===== src/rtl/adc_warmup_pkg.sv =====
package adc_warmup_pkg;

  localparam int unsigned LEN_FULL_DEF = 3088;
  localparam int unsigned LEN_HALF_DEF = 1552;
  localparam int unsigned LEN_QTR_DEF  = 784;

  // Window length in sample periods for a filter code; code 3 falls back to the shortest.
  function automatic int unsigned warmup_len(input logic [1:0] code,
                                             input int unsigned len_full,
                                             input int unsigned len_half,
                                             input int unsigned len_qtr);
    case (code)
      2'b00:   return len_full;
      2'b01:   return len_half;
      default: return len_qtr;
    endcase
  endfunction

  function automatic logic code_illegal(input logic [1:0] code);
    return code == 2'b11;
  endfunction

endpackage


===== src/rtl/warmup_edge_det.sv =====
module warmup_edge_det (
  input  logic clk,
  input  logic rst_n,
  input  logic pwr_l,
  input  logic pwr_r,
  output logic rise_o,
  output logic any_on_o
);
  logic prev_l, prev_r;

  always_ff @(posedge clk or negedge rst_n) begin
    if (!rst_n) begin
      prev_l <= 1'b0;
      prev_r <= 1'b0;
    end else begin
      prev_l <= pwr_l;
      prev_r <= pwr_r;
    end
  end

  assign rise_o   = (pwr_l & ~prev_l) | (pwr_r & ~prev_r);
  assign any_on_o = pwr_l | pwr_r;

endmodule


===== src/rtl/warmup_timer.sv =====
module warmup_timer
  import adc_warmup_pkg::*;
#(
  parameter int unsigned LEN_FULL = LEN_FULL_DEF,
  parameter int unsigned LEN_HALF = LEN_HALF_DEF,
  parameter int unsigned LEN_QTR  = LEN_QTR_DEF,
  localparam int unsigned CW = $clog2(LEN_FULL + 1)
) (
  input  logic       clk,
  input  logic       rst_n,
  input  logic       start,
  input  logic       any_on,
  input  logic       stb,
  input  logic [1:0] sel,
  output logic       busy_o,
  output logic       err_o
);
  logic [CW-1:0] cnt_q, len_q;
  logic          busy_q, err_q;
  logic          last_tick;

  assign last_tick = busy_q & stb & (cnt_q == len_q - 1'b1);

  always_ff @(posedge clk or negedge rst_n) begin
    if (!rst_n) begin
      busy_q <= 1'b0;
      err_q  <= 1'b0;
      cnt_q  <= '0;
      len_q  <= '0;
    end else if (!any_on) begin
      busy_q <= 1'b0;
      err_q  <= 1'b0;
      cnt_q  <= '0;
    end else if (start) begin
      busy_q <= 1'b1;
      cnt_q  <= '0;
      len_q  <= CW'(warmup_len(sel, LEN_FULL, LEN_HALF, LEN_QTR));
      err_q  <= code_illegal(sel);
    end else if (busy_q && stb) begin
      if (last_tick) begin
        busy_q <= 1'b0;
        cnt_q  <= '0;
      end else begin
        cnt_q <= cnt_q + 1'b1;
      end
    end
  end

  assign busy_o = busy_q;
  assign err_o  = err_q;

  assert_start_busy_R1: assert property (@(posedge clk) disable iff (!rst_n)
    start |=> busy_q);
  assert_restart_zero_R8: assert property (@(posedge clk) disable iff (!rst_n)
    start |=> cnt_q == '0);
  assert_cnt_bound_R2: assert property (@(posedge clk) disable iff (!rst_n)
    busy_q |-> cnt_q < len_q);
  assert_hold_no_stb_R9: assert property (@(posedge clk) disable iff (!rst_n)
    (busy_q && !stb && !start && any_on) |=> (busy_q && $stable(cnt_q)));
  assert_bad_code_R5: assert property (@(posedge clk) disable iff (!rst_n)
    (start && sel == 2'b11) |=> err_q);
  assert_power_off_R10: assert property (@(posedge clk) disable iff (!rst_n)
    !any_on |=> (!busy_q && !err_q));

endmodule


===== src/rtl/warmup_mute.sv =====
module warmup_mute #(
  parameter int unsigned DW = 16
) (
  input  logic          mute,
  input  logic [DW-1:0] d_l,
  input  logic [DW-1:0] d_r,
  output logic [DW-1:0] q_l,
  output logic [DW-1:0] q_r
);
  assign q_l = mute ? '0 : d_l;
  assign q_r = mute ? '0 : d_r;
endmodule


===== src/rtl/adc_warmup_gate.sv =====
module adc_warmup_gate
  import adc_warmup_pkg::*;
#(
  parameter int unsigned DW       = 16,
  parameter int unsigned LEN_FULL = LEN_FULL_DEF,
  parameter int unsigned LEN_HALF = LEN_HALF_DEF,
  parameter int unsigned LEN_QTR  = LEN_QTR_DEF
) (
  input  logic          clk,
  input  logic          rst_n,
  input  logic          pwr_l_en,
  input  logic          pwr_r_en,
  input  logic [1:0]    flt_sel,
  input  logic          smp_stb,
  input  logic [DW-1:0] din_l,
  input  logic [DW-1:0] din_r,
  output logic [DW-1:0] dout_l,
  output logic [DW-1:0] dout_r,
  output logic          busy,
  output logic          sel_err
);
  logic start_evt, any_on, busy_w, mute_w;

  warmup_edge_det u_edge (
    .clk(clk), .rst_n(rst_n), .pwr_l(pwr_l_en), .pwr_r(pwr_r_en),
    .rise_o(start_evt), .any_on_o(any_on)
  );

  warmup_timer #(.LEN_FULL(LEN_FULL), .LEN_HALF(LEN_HALF), .LEN_QTR(LEN_QTR)) u_timer (
    .clk(clk), .rst_n(rst_n), .start(start_evt), .any_on(any_on),
    .stb(smp_stb), .sel(flt_sel), .busy_o(busy_w), .err_o(sel_err)
  );

  assign mute_w = busy_w | start_evt | ~any_on;

  warmup_mute #(.DW(DW)) u_mute (
    .mute(mute_w), .d_l(din_l), .d_r(din_r), .q_l(dout_l), .q_r(dout_r)
  );

  assign busy = busy_w;

  assert_mute_busy_R6: assert property (@(posedge clk) disable iff (!rst_n)
    busy_w |-> (dout_l == '0 && dout_r == '0));
  assert_pass_idle_R7: assert property (@(posedge clk) disable iff (!rst_n)
    (!busy_w && !start_evt && any_on) |-> (dout_l == din_l && dout_r == din_r));
  assert_off_zero_R10: assert property (@(posedge clk) disable iff (!rst_n)
    (!pwr_l_en && !pwr_r_en) |-> (dout_l == '0 && dout_r == '0));

endmodule


===== config.mk =====
export PLATFORM = sky130hd
export DESIGN_NAME = adc_warmup_gate
export DESIGN_NICKNAME = d
export VERILOG_FILES = /design/src/rtl/adc_warmup_pkg.sv /design/src/rtl/warmup_edge_det.sv /design/src/rtl/warmup_timer.sv /design/src/rtl/warmup_mute.sv /design/src/rtl/adc_warmup_gate.sv
export SDC_FILE = /design/constraint.sdc
export NUM_CORES = 1
export LEC_CHECK = 0
export CORE_MARGIN = 2
export CORE_UTILIZATION = 40
export CTS_BUF_LIST = sky130_fd_sc_hd__clkbuf_2
export CTS_CLUSTER_SIZE = 30
export DETAILED_ROUTE_END_ITERATION = 10
export PLACE_DENSITY = 0.82
export SETUP_SLACK_MARGIN = 0.4
export SLEW_MARGIN = 20
export SYNTH_ARGS = -nofsm -noshare
export SYNTH_HDL_FRONTEND = slang
export SYNTH_SLANG_ARGS = --single-unit

===== constraint.sdc =====
create_clock -name clk -period 2.6 [get_ports clk]
set_input_delay 0.39 -clock clk [delete_from_list [all_inputs] [get_ports clk]]
set_output_delay 0.39 -clock clk [all_outputs]
set_load 0.005 [all_outputs]

# After elaboration in Yosys (flattened, before gate mapping)
# Index checks and enable logic that the tools add are counted.
[classes] n_addsub=2 n_eq_ne=6 mux=13 bitwise=11 n_reduce_logical=4
[ops] cell="$mux W12" count=4
[ops] cell="$mux W16" count=2
[ops] cell="$pmux W12 S2" count=1
[ops] cell="$add A12 B1 Y12 const B" count=1
[ops] cell="$eq A12 B12 Y1" count=1
[ops] cell="$sub A12 B1 Y12 const B" count=1
[ops] cell="$mux W1" count=6
[ops] cell="$ne A3 B2 Y1 const B" count=2
[ops] cell="$and A1 B1 Y1" count=4
[ops] cell="$or A1 B1 Y1" count=4
[ops] cell="$reduce_and A2 Y1" count=2
[ops] cell="$not A1 Y1" count=3
[ops] cell="$eq A2 B1 Y1 const B" count=1
[ops] cell="$eq A2 B2 Y1 const B" count=1
[ops] cell="$logic_not A2 Y1" count=1
[ops] cell="$ne A2 B2 Y1 const B" count=1
[ops] cell="$logic_and A1 B1 Y1" count=1
[totals] register_bits=28 input_bits=39 output_inout_bits=34 elab_cells=42

# Depth between registers and ports, before layout
[logic_depth] ltp_word=7 depth_mapped=6 ltp_nobuf=6

# By module
# From an unflattened synthesis, not the netlist that was laid out.
[hier_totals] hier_cells=145 hier_area_um2=1321.3
[modules_own_cells] mod="warmup_timer" instances=1 cells_per_inst=103 area_each_um2=1016.0
[modules_own_cells] mod="warmup_mute" instances=1 cells_per_inst=35 area_each_um2=222.7
[modules_own_cells] mod="warmup_edge_det" instances=1 cells_per_inst=6 area_each_um2=73.8
[modules_own_cells] mod="adc_warmup_gate" instances=1 cells_per_inst=1 area_each_um2=8.8

# Worst setup path before layout
# OpenSTA, ideal clock, no wires.
[synth_path] path_kind="flip-flop to flip-flop" start="reg u_timer.cnt_q[6]" end="reg u_timer.cnt_q[5]" setup_time_ns=0.141 t_arrival_ns=1.732 required_time_ns=2.459 slack_ns=0.728 path_stages_with_launch=5 path_buffers=0 synth_period_minus_slack_ns=1.872 cell_sequence="dfrtp_1 -> or4_1 -> mux2_4 -> o41ai_4 -> nor2_1"
[synth_between] elab_chain_cells=6
[synth_rtl] item="start: declaration" line_no="warmup_timer.sv:18" rtl="logic [CW-1:0] cnt_q, len_q;"
[synth_rtl] item="start signal: assignment" line_no="warmup_timer.sv:44" rtl="cnt_q <= cnt_q + 1'b1;"
[synth_rtl] item="$eq A12 B12 Y1" line_no="warmup_timer.sv:22" rtl="assign last_tick = busy_q & stb & (cnt_q == len_q - 1'b1);"
[synth_rtl] item="$and A1 B1 Y1" line_no="warmup_timer.sv:22"
[synth_rtl] item="$mux W12" line_no="warmup_timer.sv:40" rtl="if (last_tick) begin"
[synth_rtl] item="$mux W12" line_no="warmup_timer.sv:39" rtl="end else if (busy_q && stb) begin"
[synth_rtl] item="$mux W12" line_no="warmup_timer.sv:34" rtl="end else if (start) begin"
[synth_rtl] item="$mux W12" line_no="warmup_timer.sv:30" rtl="end else if (!any_on) begin"
# Every way passes these cells. The select of a mux whose other input is x is not followed.
# A chain may end at the register's enable or synchronous reset.

# Final worst setup path
[layout_path] start="reg u_edge.prev_r" end="out dout_r[11]"
[layout_between] elab_chain_cells=6
[layout_rtl] item="start: declaration" line_no="warmup_edge_det.sv:9" rtl="logic prev_l, prev_r;"
[layout_rtl] item="start signal: assignment" line_no="warmup_edge_det.sv:17" rtl="prev_r <= pwr_r;"
[layout_rtl] item="$not A1 Y1" line_no="warmup_edge_det.sv:21" rtl="assign rise_o = (pwr_l & ~prev_l) | (pwr_r & ~prev_r);"
[layout_rtl] item="$and A1 B1 Y1" line_no="warmup_edge_det.sv:21"
[layout_rtl] item="$or A1 B1 Y1" line_no="warmup_edge_det.sv:21"
[layout_rtl] item="$or A1 B1 Y1 (2 in a row)" line_no="adc_warmup_gate.sv:34" rtl="assign mute_w = busy_w | start_evt | ~any_on;"
[layout_rtl] item="$mux W16" line_no="warmup_mute.sv:11" rtl="assign q_r = mute ? '0 : d_r;"
[layout_rtl] item="end: declaration" line_no="adc_warmup_gate.sv:18" rtl="output logic [DW-1:0] dout_r,"
# Every way passes these cells.

==> metrics.yaml <==
p_clk_frac: 0.177
crit_type: "flip-flop to primary output"
cp_slowest_cell: "dfrtp_1"
max_freq_mhz: 464
drive_gt1_frac: 0.284
synthCells: 151
holdBufCountCts: 0
crit_path_cell_trace: "nor2b_4 > nor3_4 > buf_4 > clkbuf_16 > buf_4 > buf_12 > and3_1 > clkbuf_2"
maxCapViolCount: 0
rsz0062_at_grt: "true"
synth-simple-area-share: 0.337
p_sw_frac: 0.285
grt_max_degree: 22
setup_violations: 0
fin_util: 0.706
root_buffer: "clkbuf_2"
synth.avg_cell_area_um2: 8.87
synth_adder_area_share: 0.0187
combPwrFrac: 0.361
holdCritPathClass: "input port to asynchronous set/reset pin"
startpoint_type: "flip-flop"
end_kind: "primary output"
tightestPinTransition_ns: 0.548
ios: 73
die_area_um2: 3830
finalSetupTns_ns: 0
drc: 0
arrival_ns: 1.77
dr.first_iter.drc_count: 62
synth_xor_area_frac: 0.0887
clk_latency_ns: 0.31
p_seq_frac: 0.462
dr.pass1.iters: 4
cts_tree: "built"
floorplan.die.height_um: 61.9
ir_drop_mv: 0.166
area_growth_pct: 73.0
synth_top_family_by_area: "simple AND/OR/NAND/NOR gates"
required_ns: 2.21
ys_seq_area_frac: 0.392
coreArea_um2: 3280
leakagePower_nw: 1.10
cts_buffer_depth: 2
placed_cells: 275
synth_edf_count: 0
syn-num-nets: 192
htreeDepth: 1
numCtsBuffers: 3
async_reset_ff_frac: 1.00
multi_input_area_um2: 828
max_slew_margin: 0.631
synth_mux_area_frac: 0.0112
grt_pass1_vias: 1377
yosys.area.top_type: "dfrtp_1"
synth_top_area_share: 0.392
slew_viol_final: 0
wl_per_cell_um: 14.9
period_minus_slack_ns: 2.16
synth_most_common_cell: "and3_1"
grt_usage: 0.222
dp_hpwl_um: 3180
cpMostUsedCell: "buf_4"
final-hold-violation-count: 0
synth-compound-area-share: 0.119
grt_pass1_wl_um: 6200
ant_nets: 0
row_count: 21
cts.sinks: 21
die_x_um: 61.9
power-per-cell-area_nw_per_um2: 332
wl_um: 4300
synth.area.top_cells: "dfrtp_1 39%, and3_1 16%, xnor2_1 6.5%, nor3_1 3.4%, nor2_1 3.1%"
synth_commonest_cells: "34 x and3_1, 21 x dfrtp_1, 11 x nor2_1"
gp_congestion: 0.822
clock_skew_ns: 0.00728
ys.flop_type: "dfrtp_1"
grt-ovfl-total: 0
instances_no_fill: 289
portBuffers: 72
start_util: 0.408
path_clk_slew_ns: 0.19
ys_ff_latch: 21
vias: 1508
yosys.cell_types.count: 30
p_int_w: 0.000550
diodes: 0
seqCellArea_um2: 526
status: "finished clean"
synth_area_um2: 1340
post_drt_via_cell_ratio: 5.22
cpPeakStageDelay_ns: 0.44
p_sw_w: 0.000220
cp_max_fo: 8
fin_nets: 285
antenna_found_initial: 0
ys_warn_count: 0
fill_cells: 252
min_period_over_period: 0.829
power groups by stage:
stage	sequential [W]	combinational (W)	clock (W)
2_1_floorplan	0.000357	0.0000858	0
3_3_place_gp	0.000361	0.000244	0
3_5_place_dp	0.000361	0.000247	0
4_1_cts	0.000356	0.000259	0.000141
5_1_grt	0.000359	0.000305	0.000153
6_report	0.000356	0.000278	0.000136
critical path: cells and delay by family (launching register included):
family | cells | cell delay (ns)
flip-flops | 1 | 0.44
buffers and inverters | 5 | 0.63
AND/OR/NAND/NOR | 3 | 0.37
final cells by class:
| cell class | instances | share of cell area |
|---|---|---|
| clock buffers | 4 | 0.00863 |
| inverters | 6 | 0.00971 |
| multi-input cells | 118 | 0.357 |
| flip-flops and latches | 21 | 0.227 |
| well taps | 46 | 0.0248 |
| repair buffers | 94 | 0.373 |
state kept, by name, summed over array words and instances, names as in the netlist:
signal	cells
u_edge.prev_l	1
u_edge.prev_r	1
u_timer.busy_o	1
u_timer.len_q	5
u_timer.err_o	1
u_timer.cnt_q	12
placed cells by master, fill, tap and decap left out, drive strengths merged, types with 3 or more instances in the layout:
cell           netlist  routed
nand4                3       3
clkbuf               6      24
xnor2               10      10
clkdlybuf4s15        0       6
nand2               10      10
dfrtp               21      21
and3                34      34
o41ai                5       5
nand3                5       5
clkdlybuf4s50        0      38
a21oi                7       7
nor3                 9       9
nor2                11      11
inv                  6       6
o21ai                5       5
buf                  0      28
logic make-up after synthesis:
kind of cell               count (synthesis)
AOI/OAI and AO/OA                         21
xor gates and xnor gates                  12
adders and majority gates                  2
buffers and inverters                     12
DFF                                       21
muxes                                      1
and+or+nand+nor                           82
worst paths after layout:
check / start / endpoint / slack, ns / cells past startpoint
min in group clk: pwr_l_en / u_edge.prev_l / 0.47 / 2
setup reg to reg: u_timer.len_q[4] / u_timer.cnt_q[11] / 0.54 / 7
hold / removal: rst_n / u_timer.cnt_q[4] / 0.39 / 2
setup / recovery: u_edge.prev_r / dout_r[11] / 0.44 / 8
max in group asynchronous: rst_n / u_timer.len_q[11] / 2.00 / 2
hold reg to reg: u_timer.err_o / u_timer.err_o / 0.56 / 2
repair_timing:
| action | 4_1_cts | 5_1_grt |
|---|---|---|
| pin swaps | 1 | 1 |
| setup buffers | 7 | 1 |
| resized for setup | 38 | 85 |
| endpoints found under the setup margin | 32 | 34 |
| gates cloned | 1 | 1 |
stage by stage:
stage                     hold WS (ns)  setup WS [ns]  instance area, um2  power [W]
after floorplan                 0.0944          0.728                1340   0.000443
after global placement           0.505          0.112                2200   0.000604
after detailed placement         0.522         0.0963                2200   0.000608
after CTS                        0.387          0.294                2290   0.000755
after global routing             0.377          0.364                2320   0.000818
final                            0.390          0.443                2320   0.000770
metal layers:
metal / part of all wire / GRT usage
met3: 0.069 / 0.0663
met4: 0.012 / 0.0790
met2: 0.54 / 0.386
met1: 0.38 / 0.257
met5: 0 / 0
Note: power is estimated with default switching activity, not from simulation.
